## config.mk

```make
export PLATFORM = sky130hd
export DESIGN_NAME = alu8_core
export DESIGN_NICKNAME = d
export VERILOG_FILES = /design/src/rtl/alu8_pkg.sv /design/src/rtl/alu8_arith.sv /design/src/rtl/alu8_bitops.sv /design/src/rtl/alu8_flagreg.sv /design/src/rtl/alu8_core.sv
export SDC_FILE = /design/constraint.sdc
export NUM_CORES = 1
export LEC_CHECK = 0
export BUFFER_PORTS_ARGS = -buffer_cell sky130_fd_sc_hd__buf_4
export CAP_MARGIN = 10
export CORE_UTILIZATION = 45
export DETAILED_ROUTE_END_ITERATION = 7
export SYNTH_ARGS = -nofsm -noshare
export SYNTH_HDL_FRONTEND = slang
export SYNTH_SLANG_ARGS = --single-unit
```

## constraint.sdc

```tcl
create_clock -name clk -period 3.8 [get_ports clk]
set_input_delay 0.38 -clock clk [delete_from_list [all_inputs] [get_ports clk]]
set_output_delay 0.38 -clock clk [all_outputs]
set_load 0.03 [all_outputs]
```

## src/rtl/alu8_pkg.sv

```systemverilog
package alu8_pkg;
  localparam int OP_W = 4;

  typedef enum logic [OP_W-1:0] {
    OP_ADD = 4'd0,
    OP_SUB = 4'd1,
    OP_INC = 4'd2,
    OP_DEC = 4'd3,
    OP_AND = 4'd4,
    OP_OR  = 4'd5,
    OP_XOR = 4'd6,
    OP_SHL = 4'd7,
    OP_SHR = 4'd8,
    OP_ROL = 4'd9,
    OP_ROR = 4'd10,
    OP_CMP = 4'd11,
    OP_MOV = 4'd12,
    OP_RSV = 4'd15
  } alu_op_e;

  typedef struct packed {
    logic n;
    logic z;
    logic c;
    logic v;
  } flags_t;

  typedef struct packed {
    logic nz;
    logic c;
    logic v;
  } flag_we_t;
endpackage

```

## src/rtl/alu8_arith.sv

```systemverilog
module alu8_arith
  import alu8_pkg::*;
#(
  parameter int W = 8
) (
  input  alu_op_e      op,
  input  logic [W-1:0] a,
  input  logic [W-1:0] b,
  input  logic         cin,
  output logic         sel,
  output logic [W-1:0] res,
  output flags_t       fl,
  output flag_we_t     we
);
  localparam int MSB = W - 1;

  logic [W:0] sum9;
  logic [W:0] dif9;

  always_comb begin
    sum9 = {1'b0, a} + {1'b0, b} + {{W{1'b0}}, cin};
    dif9 = {1'b0, a} - {1'b0, b} - {{W{1'b0}}, ~cin};
    sel  = 1'b1;
    res  = a;
    fl   = '0;
    we   = '0;
    case (op)
      OP_ADD: begin
        res  = sum9[W-1:0];
        fl.c = sum9[W];
        fl.v = (a[MSB] == b[MSB]) && (res[MSB] != a[MSB]);
        we   = '{nz: 1'b1, c: 1'b1, v: 1'b1};
      end
      OP_SUB: begin
        res  = dif9[W-1:0];
        fl.c = ~dif9[W];
        fl.v = (a[MSB] != b[MSB]) && (res[MSB] != a[MSB]);
        we   = '{nz: 1'b1, c: 1'b1, v: 1'b1};
      end
      OP_INC: begin
        res = a + {{(W-1){1'b0}}, 1'b1};
        we  = '{nz: 1'b1, c: 1'b0, v: 1'b0};
      end
      OP_DEC: begin
        res = a - {{(W-1){1'b0}}, 1'b1};
        we  = '{nz: 1'b1, c: 1'b0, v: 1'b0};
      end
      OP_CMP: begin
        res = a;
        we  = '{nz: 1'b1, c: 1'b1, v: 1'b0};
      end
      default: sel = 1'b0;
    endcase
    if (op == OP_CMP) begin
      fl.n = (a < b);
      fl.z = (a == b);
      fl.c = (a >= b);
    end else begin
      fl.n = res[MSB];
      fl.z = (res == '0);
    end
  end
endmodule

```

## src/rtl/alu8_bitops.sv

```systemverilog
module alu8_bitops
  import alu8_pkg::*;
#(
  parameter int W = 8
) (
  input  alu_op_e      op,
  input  logic [W-1:0] a,
  input  logic [W-1:0] b,
  input  logic         cin,
  output logic [W-1:0] res,
  output flags_t       fl,
  output flag_we_t     we
);
  localparam int MSB = W - 1;

  always_comb begin
    res = a;
    fl  = '0;
    we  = '{nz: 1'b1, c: 1'b0, v: 1'b0};
    case (op)
      OP_AND: res = a & b;
      OP_OR:  res = a | b;
      OP_XOR: res = a ^ b;
      OP_MOV: res = b;
      OP_SHL: begin
        res  = {a[MSB-1:0], 1'b0};
        fl.c = a[MSB];
        we.c = 1'b1;
      end
      OP_SHR: begin
        res  = {1'b0, a[MSB:1]};
        fl.c = a[0];
        we.c = 1'b1;
      end
      OP_ROL: begin
        res  = {a[MSB-1:0], cin};
        fl.c = a[MSB];
        we.c = 1'b1;
      end
      OP_ROR: begin
        res  = {cin, a[MSB:1]};
        fl.c = a[0];
        we.c = 1'b1;
      end
      default: begin
        res = a;
        we  = '0;
      end
    endcase
    fl.n = res[MSB];
    fl.z = (res == '0);
  end
endmodule

```

## src/rtl/alu8_flagreg.sv

```systemverilog
module alu8_flagreg
  import alu8_pkg::*;
(
  input  logic     clk,
  input  logic     rst,
  input  logic     upd,
  input  flag_we_t we,
  input  flags_t   nxt,
  output flags_t   q
);
  always_ff @(posedge clk) begin
    if (rst) begin
      q <= '0;
    end else if (upd) begin
      if (we.nz) begin
        q.n <= nxt.n;
        q.z <= nxt.z;
      end
      if (we.c) q.c <= nxt.c;
      if (we.v) q.v <= nxt.v;
    end
  end

  // no strobe, no flag movement
  a_r10_hold_without_strobe: assert property (@(posedge clk) disable iff (rst)
    !upd |=> $stable(q));
endmodule

```

## src/rtl/alu8_core.sv

```systemverilog
module alu8_core
  import alu8_pkg::*;
#(
  parameter int W = 8
) (
  input  logic         clk,
  input  logic         rst,
  input  logic [3:0]   op_i,
  input  logic [W-1:0] a_i,
  input  logic [W-1:0] b_i,
  input  logic         flag_upd_i,
  output logic [W-1:0] result_o,
  output logic         flag_n_o,
  output logic         flag_z_o,
  output logic         flag_c_o,
  output logic         flag_v_o
);
  alu_op_e  op;
  flags_t   flags_q;
  flags_t   ar_fl, bo_fl, nxt_fl;
  flag_we_t ar_we, bo_we, nxt_we;
  logic [W-1:0] ar_res, bo_res;
  logic ar_sel;

  assign op = alu_op_e'(op_i);

  alu8_arith #(.W(W)) u_arith (
    .op(op), .a(a_i), .b(b_i), .cin(flags_q.c),
    .sel(ar_sel), .res(ar_res), .fl(ar_fl), .we(ar_we)
  );

  alu8_bitops #(.W(W)) u_bitops (
    .op(op), .a(a_i), .b(b_i), .cin(flags_q.c),
    .res(bo_res), .fl(bo_fl), .we(bo_we)
  );

  always_comb begin
    if (ar_sel) begin
      result_o = ar_res;
      nxt_fl   = ar_fl;
      nxt_we   = ar_we;
    end else begin
      result_o = bo_res;
      nxt_fl   = bo_fl;
      nxt_we   = bo_we;
    end
  end

  alu8_flagreg u_flags (
    .clk(clk), .rst(rst), .upd(flag_upd_i),
    .we(nxt_we), .nxt(nxt_fl), .q(flags_q)
  );

  assign flag_n_o = flags_q.n;
  assign flag_z_o = flags_q.z;
  assign flag_c_o = flags_q.c;
  assign flag_v_o = flags_q.v;

  // carry and sum together form the 9-bit total
  a_r1_add_carry: assert property (@(posedge clk) disable iff (rst)
    (flag_upd_i && op_i == 4'd0) |=>
      ({flag_c_o, $past(result_o)} ==
       ({1'b0, $past(a_i)} + {1'b0, $past(b_i)} + {{W{1'b0}}, $past(flag_c_o)})));

  // compare flags follow the unsigned ordering, V kept
  a_r8_compare_flags: assert property (@(posedge clk) disable iff (rst)
    (flag_upd_i && op_i == 4'd11) |=>
      (flag_c_o == ($past(a_i) >= $past(b_i)) &&
       flag_z_o == ($past(a_i) == $past(b_i)) &&
       flag_n_o == ($past(a_i) <  $past(b_i)) && $stable(flag_v_o)));

  // logic and transfer ops keep C and V
  a_r5_logic_keeps_cv: assert property (@(posedge clk) disable iff (rst)
    (flag_upd_i && (op_i inside {4'd4, 4'd5, 4'd6, 4'd12})) |=>
      ($stable(flag_c_o) && $stable(flag_v_o)));

  // unused codes pass a and keep every flag
  a_r11_unused_inert: assert property (@(posedge clk) disable iff (rst)
    (op_i >= 4'd13) |-> (result_o == a_i) ##1
      ($stable(flag_n_o) && $stable(flag_z_o) && $stable(flag_c_o) && $stable(flag_v_o)));

  // N and Z mirror the result for non-compare flag writers
  a_r9_nz_mirror: assert property (@(posedge clk) disable iff (rst)
    (flag_upd_i && op_i <= 4'd12 && op_i != 4'd11) |=>
      (flag_n_o == $past(result_o[W-1]) && flag_z_o == ($past(result_o) == '0)));
endmodule

```

==> results.md, run 1 <==
* DR pass1 iterations at 5
* Top cell type's share of synthesized area at between 15 and 20%
* Period utilisation layout at between 90% and 100%
* Die ar. at approximately 6600 sq um
* Post-synth top flop: dfxtp_1
* Nets@finish at around 480
* Max Cap Viol at 0
* Residual DRC at 0
* Most area-hungry cell type in the Yosys netlist: ha_1
* Number of post-CTS setup repair buffers at 0
* Crit Path Category: in -> out
* Hold crit path type: in -> reg
* Vias in the first global route at around 2800
* Largest regs: u_flags.q: 4 flops
* CTS sink cnt at 4
* Largest cells by area after synthesis: ha_1, o21ai_0, nand2_1
* Die height at just over 80 um
* Via count at between 3000 and 4000
* Filler cells at 603
* EDFF count, synth at 0
* Startpoint Class: primary input
* CTS root buffer: clkbuf_8
* R2R Setup Slk at around 990 ps
* Area grow syn2layout at 10.5%
* Slew headroom at ~51%
* Setup TNS at 0 ps
* CP delay by family, top: compound AO/OA/AOI/OAI gates
* Met1 Track Usage GR at 42.4%
* Avg Cell Area, Syn at ~7.2 sq um
* CTS tree: yes
* Status: complete, no violations
* VDD IR max at 0.193 mV
* Starting Density at between 40% and 50%
* Reg clk slew, reported paths at ~30 ps
* Fraction of registers with async set/reset at 0%
* Crit path DAT at approximately 3100 ps
* Core Rows at 28
* GRT overflow at 0
* Met3 Resource Use GR at under 10%
* Buf/Inv on CP at 4
* Leak pwr at 1.30 nW
* Synth Warn # at 0
* Synth cell types at 74
* Max reg flops at 4
* Final hold vios at 0
* Post-DRT Antenna Nets at 0
* I/O Pins at 35
* Required time of the critical path at approximately 3400 ps
* Grt peak-use layer: met2
* Final Cell Area at 3110 sq um
* Post-CTS sizing at 0
* Pwr per Cell Area at roughly 200 nW/um^2
* Worst-path maximum fanout at 10
* Antenna cell count at 0
* Clock Latency Late Sink at around 220 ps
* Synth Register Bits at 4
* Largest net degree at the start of global routing at 39
* Syn Std Cell Area at 2810 sq um
* Top reg by flops: u_flags.q
* Routed vias/inst at 6.53
* Gate Count Post-Synth at 389
* Antenna violations before repair at 0
* I/O Buffers at 34
* Met2 usage at 45.8%
* Post-synth top cells: ha_1, nand2_1, nor2_1, inv_1, o21ai_0
* Crit-path cells: buf_4 > inv_1 > fa_1 > inv_1 > ha_1 > o21ai_0 > a2111oi_1 > a311oi_2 > nor2_1 > a31oi_1 > o211ai_1 > a31o_2 > buf_4
* CP max stage delay at approximately 630 ps
* Layout Skew at between 0.4 and 0.5 ps
* Num CTS Buffers at 3
* Core area at approximately 6000 sq um
* Hold buffers post-CTS at 0
* Syn_nets at 455
* Final min period at between 3000 and 4000 ps
* Share of post-route cells with drive strength above 1 at about 17%
* First-pass GRT wire length at 14900 um
* Post-synthesis sequential area ratio at 2.85%
* Max-slew violations at 0
* Worst-Margin Slew at roughly 730 ps
* Register area at between 80 and 90 sq um
* CTS Buffer Depth at 2
* Die Span X at 81.0 um
* Total power at between 600 and 700 uW
* Global-route usage over all layers at between 20% and 30%
* Starting DRT DRC Count at ~300
* Placed standard-cell area at between 3000 and 4000 sq um
* RSZ-0062 raised after global routing: no
* F_max at 288 MHz
* Most common cell in the netlist: ha_1
* Routability cong. at 0.913
* H-Tree Depth at 1
* Crit. End Element: primary output
* DP HPWL at around 7300 um
* Area occupied by multi-input gates at ~2400 sq um
* Slowest CP cell: fa_1
* Setup violations, final at 0
* Final WL at between 9000 and 10000 um
* Routed WL per cell at around 20 um
placed cells by master, fill, tap and decap left out, types with 6 or more instances in the layout:
master	instances
inv_1	29
o211ai_1	9
nor3_1	6
xnor2_1	11
o22ai_1	8
a211oi_1	6
a31oi_1	8
o21ai_0	26
nor2b_1	6
a21oi_1	23
nand2_1	33
nor2_1	30
nand2b_1	9
nand3b_1	7
buf_4	45
ha_1	39
routing by layer:
| layer | routed length [um] | vias up |
|---|---|---|
| met5 | 0 | - |
| met1 | 4220 | 1453 |
| met4 | 460 | 0 |
| met3 | 772 | 46 |
| li1 | - | 1468 |
| met2 | 4130 | 187 |
cell type report:
| cell class | instances | share of cell area [%] |
|---|---|---|
| sequential | 4 | 2.58 |
| timing repair buffer | 45 | 10.9 |
| inverter | 29 | 3.51 |
| clock buffer | 3 | 1.33 |
| tap | 75 | 3.02 |
| multi-input combinational | 327 | 78.7 |
path summary, 6_finish.rpt:
check                    start            to  cells past startpoint
setup / recovery        a_i[0]   result_o[7]                     13
hold / removal             rst  u_flags.q[0]                      2
setup reg to reg  u_flags.q[1]  u_flags.q[3]                     11
hold reg to reg   u_flags.q[0]  u_flags.q[0]                      2
stage by stage:
step | hold slack [ps] | util, % | worst slack, ps | instances
floorplan | 442 | - | 520 | 389
global placement | 456 | 51.1 | 395 | 480
detailed placement | 461 | 51.1 | 339 | 480
CTS | 345 | 51.8 | 343 | 483
global route | 346 | 51.8 | 13.4 | 483
finish | 344 | 51.8 | 331 | 483
kinds of logic (layout without fill, tap and decap cells):
kind of cell	after synthesis	count (layout)	share of synthesized area (%)
simple gates	123	123	23.7
buf+inv	58	77	10.2
xor+xnor	15	15	4.67
compound gates	138	138	35.4
flops	4	4	2.85
mux	8	8	2.98
fa+ha+maj	43	43	20.2
worst register-to-register path: cells and delay by family, from the launching register on:
family | cells | cell delay [ps]
buffers and inverters | 2 | 170
flip-flops | 1 | 350
AO/OA/AOI/OAI | 6 | 1370
AND/OR/NAND/NOR | 1 | 100
adder cells (fa/ha/maj) | 2 | 710
power breakdown:
| group | switching (mW) | total, mW | leakage [nW] | internal, mW |
|---|---|---|---|---|
| clock | 0.0239 | 0.0916 | 0.0216 | 0.0677 |
| combinational | 0.297 | 0.485 | 1.25 | 0.188 |
| sequential | 0.00160 | 0.0465 | 0.0328 | 0.0449 |
| total | 0.323 | 0.623 | 1.30 | 0.300 |
Power figures use the tool's default switching activity.
==> inputs of run 2 (changes only) <==
--- a/config.mk
+++ b/config.mk
@@ -5,6 +5,7 @@
 export SDC_FILE = /design/constraint.sdc
 export NUM_CORES = 1
 export LEC_CHECK = 0
+export ABC_AREA = 1
 export BUFFER_PORTS_ARGS = -buffer_cell sky130_fd_sc_hd__buf_4
 export CAP_MARGIN = 10
 export CORE_UTILIZATION = 45
==> results.md, run 2 <==
* Crit. End Element: primary output
* Post-CTS sizing at 0
* Die height at 79.6 um
* Final WL at about 9000 um
* Worst-Margin Slew at ~600 ps
* Residual DRC at 0
* Required time of the critical path at roughly 3400 ps
* Antenna cell count at 0
* Largest net degree at the start of global routing at 15
* Max reg flops at 4
* H-Tree Depth at 1
* I/O Buffers at 34
* Routability cong. at between 0.9 and 1
* Layout Skew at 4.12 ps
* Crit Path Category: reg -> out
* Synth cell types at 40
* Max Cap Viol at 0
* Post-synthesis sequential area ratio at around 3%
* DP HPWL at approximately 7600 um
* Commonest non-fill, non-tap cells in the layout: nand2_1, inv_1, nor2_1
* Share of post-route cells with drive strength above 1 at about 14%
* Top reg by flops: u_flags.q
* Synth Warn # at 0
* Fraction of registers with async set/reset at 0%
* Post-synth top cells: nand2_1, inv_1, nor2_1, nand3_1, ha_1
* Area grow syn2layout at 13.0%
* Total power at slightly below 600 uW
* Gate Count Post-Synth at approximately 490
* Syn_nets at between 500 and 600
* Worst-path maximum fanout at 4
* Die Span X at approximately 80 um
* Most common cell after layout, fill and taps aside: nand2_1
* Reg clk slew, reported paths at 40 ps
* Largest regs: u_flags.q: 4 flops
* Starting DRT DRC Count at about 340
* Nets@finish at 585
* Most common cell in the netlist: nand2_1
* Largest cells by area after synthesis: ha_1, nand2_1, inv_1
* Num CTS Buffers at 3
* Vias in the first global route at 3018
* Avg Cell Area, Syn at roughly 5.6 sq um
* Final hold vios at 0
* Setup TNS at 0 ps
* Syn Std Cell Area at 2710 sq um
* Slew headroom at 59.4%
* VDD IR max at between 0.1 and 0.15 mV
* Crit path DAT at 2890 ps
* Core Rows at 27
* Die ar. at ~6300 sq um
* Final min period at around 3300 ps
* Synth Register Bits at 4
* Number of post-CTS setup repair buffers at 0
* CTS sink cnt at 4
* Max-slew violations at 0
* DR pass1 iterations at 4
* GRT overflow at 0
* Status: complete, no violations
* Period utilisation layout at 86.1%
* RSZ-0062 raised after global routing: no
* First-pass GRT wire length at roughly 15000 um
* Hold crit path type: in -> reg
* Global-route usage over all layers at slightly above 30%
* I/O Pins at 35
* Most area-hungry cell type in the Yosys netlist: ha_1
* Core area at 5640 sq um
* Startpoint Class: flip-flop
* Fin Hold WS at between 400 and 500 ps
* Clock Latency Late Sink at roughly 220 ps
* Post-DRT Antenna Nets at 0
* Hold buffers post-CTS at 0
* Via count at 3252
* Routed WL per cell at ~16 um
* EDFF count, synth at 0
* Routed vias/inst at 5.52
* Pwr per Cell Area at 189 nW/um^2
* Leak pwr at roughly 1.7 nW
* CTS tree: yes
* CTS Buffer Depth at 2
* Filler cells at between 600 and 700
* Antenna violations before repair at 0
* Starting Density at 48.0%
* Top cell type's share of synthesized area at 18.0%
* CTS root buffer: clkbuf_8
* Post-synth top flop: dfxtp_1
* Setup violations, final at 0
* F_max at 306 MHz
run 2: report_power, final:
group / switching [mW] / leakage, nW / total, mW / internal (mW)
sequential: 0.00229 / 0.0328 / 0.0478 / 0.0455
clock: 0.0255 / 0.0216 / 0.0934 / 0.0678
combinational: 0.288 / 1.62 / 0.436 / 0.149
total: 0.316 / 1.67 / 0.578 / 0.262
run 2: area by class of cell:
class / instances / area (sq um) / area share [%]
multi-input combinational: 396 / 2280 / 74.5
inverter: 78 / 299 / 9.78
timing repair buffer: 36 / 270 / 8.83
tap: 72 / 90.1 / 2.94
sequential: 4 / 80.1 / 2.62
clock buffer: 3 / 41.3 / 1.35
run 2: cell families after synthesis:
| logic type | Yosys count | synth area share, % |
|---|---|---|
| buffers and inverters | 85 | 12.9 |
| AOI/OAI and AO/OA | 76 | 16.1 |
| adders and majority gates | 43 | 21.0 |
| xor gates and xnor gates | 3 | 0.971 |
| and+or+nand+nor | 274 | 46.1 |
| DFF | 4 | 2.96 |
run 2: worst paths after layout:
| check | from | to | slack, ps | cells past startpoint |
|---|---|---|---|---|
| max reg2reg | u_flags.q[1] | u_flags.q[2] | 930 | 15 |
| max | u_flags.q[1] | result_o[7] | 530 | 16 |
| min reg2reg | u_flags.q[3] | u_flags.q[3] | 490 | 2 |
| min | rst | u_flags.q[0] | 480 | 4 |
run 2: metrics by stage:
stage | instances | utilization, % | area, sq um | worst slack, ps
floorplan | 485 | - | 2710 | 772
global placement | 586 | 53.5 | 3020 | 656
detailed placement | 586 | 53.5 | 3020 | 599
CTS | 589 | 54.2 | 3060 | 574
global route | 589 | 54.2 | 3060 | 356
finish | 589 | 54.2 | 3060 | 530
run 2: critical path: stages, from the launching register on:
cell,delay [ps]
dfxtp_1,410
inv_1,120
fa_1,570
inv_1,60
ha_1,180
o21ai_0,260
nand2_1,130
nand4_1,120
nand2_1,60
nand2_1,90
nand3_1,80
nand2_1,70
inv_1,40
nand3_1,70
nand2_1,90
o21bai_1,140
buf_4,180
run 2: per-layer routing:
| metal | global-route usage, % | wire, um | up-vias |
|---|---|---|---|
| met4 | 9.82 | 301 | 0 |
| met1 | 42.6 | 4210 | 1475 |
| met2 | 49.5 | 4150 | 113 |
| met5 | 0 | 0 | - |
| li1 | - | - | 1645 |
| met3 | 1.83 | 559 | 19 |
==> inputs of run 3 (changes only) <==
--- a/config.mk
+++ b/config.mk
@@ -8,8 +8,12 @@
 export ABC_AREA = 1
 export BUFFER_PORTS_ARGS = -buffer_cell sky130_fd_sc_hd__buf_4
 export CAP_MARGIN = 10
-export CORE_UTILIZATION = 45
+export CELL_PAD_IN_SITES_DETAIL_PLACEMENT = 0
+export CELL_PAD_IN_SITES_GLOBAL_PLACEMENT = 1
+export CORE_UTILIZATION = 41
 export DETAILED_ROUTE_END_ITERATION = 7
+export PLACE_DENSITY_LB_ADDON = 0.1
 export SYNTH_ARGS = -nofsm -noshare
 export SYNTH_HDL_FRONTEND = slang
+export SYNTH_HIERARCHICAL = 1
 export SYNTH_SLANG_ARGS = --single-unit
==> results.md, run 3 <==
* H-Tree Depth at 1
* Antenna violations before repair at 0
* Setup violations, final at 0
* Synth Area in Adders at between 20% and 30%
* Share of post-route cells with drive strength above 1 at 12.1%
* Layout Skew at 1.05 ps
* Core Rows at 32
* Status: complete, no violations
* Slowest CP cell: dfxtp_1
* Post-layout util at between 40% and 50%
* Required time of the critical path at roughly 3400 ps
* Filler cells at 877
* Area grow syn2layout at 10.2%
* Max Cap Viol at 0
* Antenna cell count at 0
* Synth Warn # at 6
* Die height at approximately 91 um
* Crit-path cells: inv_1 > fa_1 > fa_1 > inv_1 > nand4_1 > nand3_1 > nand2_1 > nand2_1 > o21ai_0 > a21oi_1 > o21ai_0 > nand2_1 > inv_1 > nand2_1 > nand2_1 > buf_4
* Fraction of registers with async set/reset at 0%
* Syn Std Cell Area at approximately 3300 sq um
* Crit. End Element: primary output
* Crit Path Category: reg -> out
* Post-Synth Simple-Gate Area at 50.7%
* F_max at about 300 MHz
* Starting DRT DRC Count at 269
* Most frequent CP cell: nand2_1
* Leak pwr at approximately 2.1 nW
* CP delay by family, top: adder cells
* Routability cong. at about 0.86
* Final min period at ~3300 ps
* Residual DRC at 0
* Synth Area in XOR/XNOR at around 1.3%
* Post-synthesis sequential area ratio at between 2 and 2.5%
* Die Span X at between 90 and 100 um
* Most common cell after layout, fill and taps aside: nand2_1
* Fin Hold WS at approximately 400 ps
* Slew headroom at about two fifths
* Gate Count Post-Synth at 603
* Largest regs: u_flags/q: 4 flops
* Global-route usage over all layers at a little over a quarter
* DP HPWL at 8480 um
* DR pass1 iterations at 4
* Crit path DAT at ~3000 ps
* GRT overflow at 0
* Max reg flops at 4
* Nets@finish at between 700 and 800
* Final hold vios at 0
* Worst-Margin Slew at a little under 900 ps
* Largest net degree at the start of global routing at 23
* Routed vias/inst at between 5 and 6
* Post-DRT Antenna Nets at 0
* Post-CTS sizing at 0
* First-pass GRT wire length at ~18000 um
* Place WS at roughly 650 ps
* Top reg by flops: u_flags/q
* Final WS setup at roughly 490 ps
* Most common cell in the netlist: nand2_1
* Num CTS Buffers at 3
* Setup TNS at 0 ps
* Top cell type's share of synthesized area at a little over a fifth
* CP max stage delay at approximately 480 ps
* Compound-Gate Fraction of Synth Area at 8.28%
* RSZ-0062 raised after global routing: no
* Via count at between 3000 and 4000
* VDD IR max at around 0.17 mV
* CTS Buffer Depth at 2
* Post-synth top flop: dfxtp_1
* Vias in the first global route at between 3000 and 4000
* Synth cell types at 35
* Total power at 607 uW
* Hold buffers post-CTS at 0
* Most area-hungry cell type in the Yosys netlist: nand2_1
* Hold crit path type: in -> reg
* Max-slew violations at 0
* Die ar. at 8320 sq um
* Largest cells by area after synthesis: nand2_1, ha_1, nand3_1
* CTS sink cnt at 4
* Startpoint Class: flip-flop
* Starting Density at 42.2%
* I/O Buffers at 34
* I/O Pins at 35
* Final WL at 10600 um
* Core area at around 7700 sq um
* Multiplexer share of the synthesized area at 0%
* CTS root buffer: clkbuf_8
* Avg Cell Area, Syn at approximately 5.4 sq um
* Pwr per Cell Area at 169 nW/um^2
* Clock Latency Late Sink at between 200 and 250 ps
* Reg clk slew, reported paths at around 30 ps
* Number of post-CTS setup repair buffers at 0
* Routed WL per cell at 14.5 um
* Combinational family with the most area after synthesis: simple AND/OR/NAND/NOR gates
* Area occupied by multi-input gates at roughly 2700 sq um
* Commonest non-fill, non-tap cells in the layout: nand2_1, inv_1, nand3_1
* Synth Register Bits at 4
* Buf/Inv on CP at 4
* Register area at between 80 and 90 sq um
* CTS tree: yes
* Period utilisation layout at approximately 87%
* Post-synth top cells: nand2_1, inv_1, nand3_1, nor2_1, ha_1
* Worst-path maximum fanout at 5
* EDFF count, synth at 0
## run 3: cell count changes after synthesis, sizes merged, moves of 4 or more
cell	delta
ha	+10
nand3b	+5
nand2	+56
inv	+25
buf	+9
o22ai	-5
a22oi	-4
nand3	+30
nor2	+8
o21ai	-15
nand4	+4
## run 3: kinds of logic after synthesis
kind of cell    count (synthesis)
simple gates                  373
buf+inv                       118
fa+ha+maj                      53
compound gates                 49
xor+xnor                        5
flops                           4
other cells                     1
## run 3: power by group
part | leakage [nW] | internal (mW) | switching, mW
clock | 0.0216 | 0.0676 | 0.0234
sequential | 0.0328 | 0.0456 | 0.00299
combinational | 2.09 | 0.156 | 0.312
total | 2.14 | 0.269 | 0.338
## run 3: final timing paths
check / to / slack (ps) / cells past startpoint / startpoint
worst min register to register: u_flags/q[3] / 510 / 4 / u_flags/q[3]
worst max register to register: u_flags/q[2] / 930 / 20 / u_flags/q[1]
worst max-delay path: result_o[6] / 490 / 16 / u_flags/q[1]
worst min-delay path: u_flags/q[1] / 410 / 4 / rst
## run 3: per-stage QoR
stage | cells | area, sq um
global placement | 729 | 3550
floorplan | 604 | 3270
finish | 732 | 3590
CTS | 732 | 3590
detailed placement | 729 | 3550
global route | 732 | 3590
## run 3: area by class of cell
class                      count  share of cell area [%]
multi-input combinational    482                    74.2
timing repair buffer          38                    7.94
inverter                     103                    10.9
tap                          102                    3.55
clock buffer                   3                    1.15
sequential                     4                    2.23
## run 3: routing by layer
layer	up-vias	GRT usage [%]	part of all wire, %
li1	1960	-	-
met2	103	44.9	44
met5	-	0	0
met3	6	0.670	4.1
met4	0	3.44	0.70
met1	1739	38.8	51
## run 3: worst min-delay path: cells and delay by family
kind,cells,cell delay (ps)
buffers and inverters,2,120
and+or+nand+nor,2,90
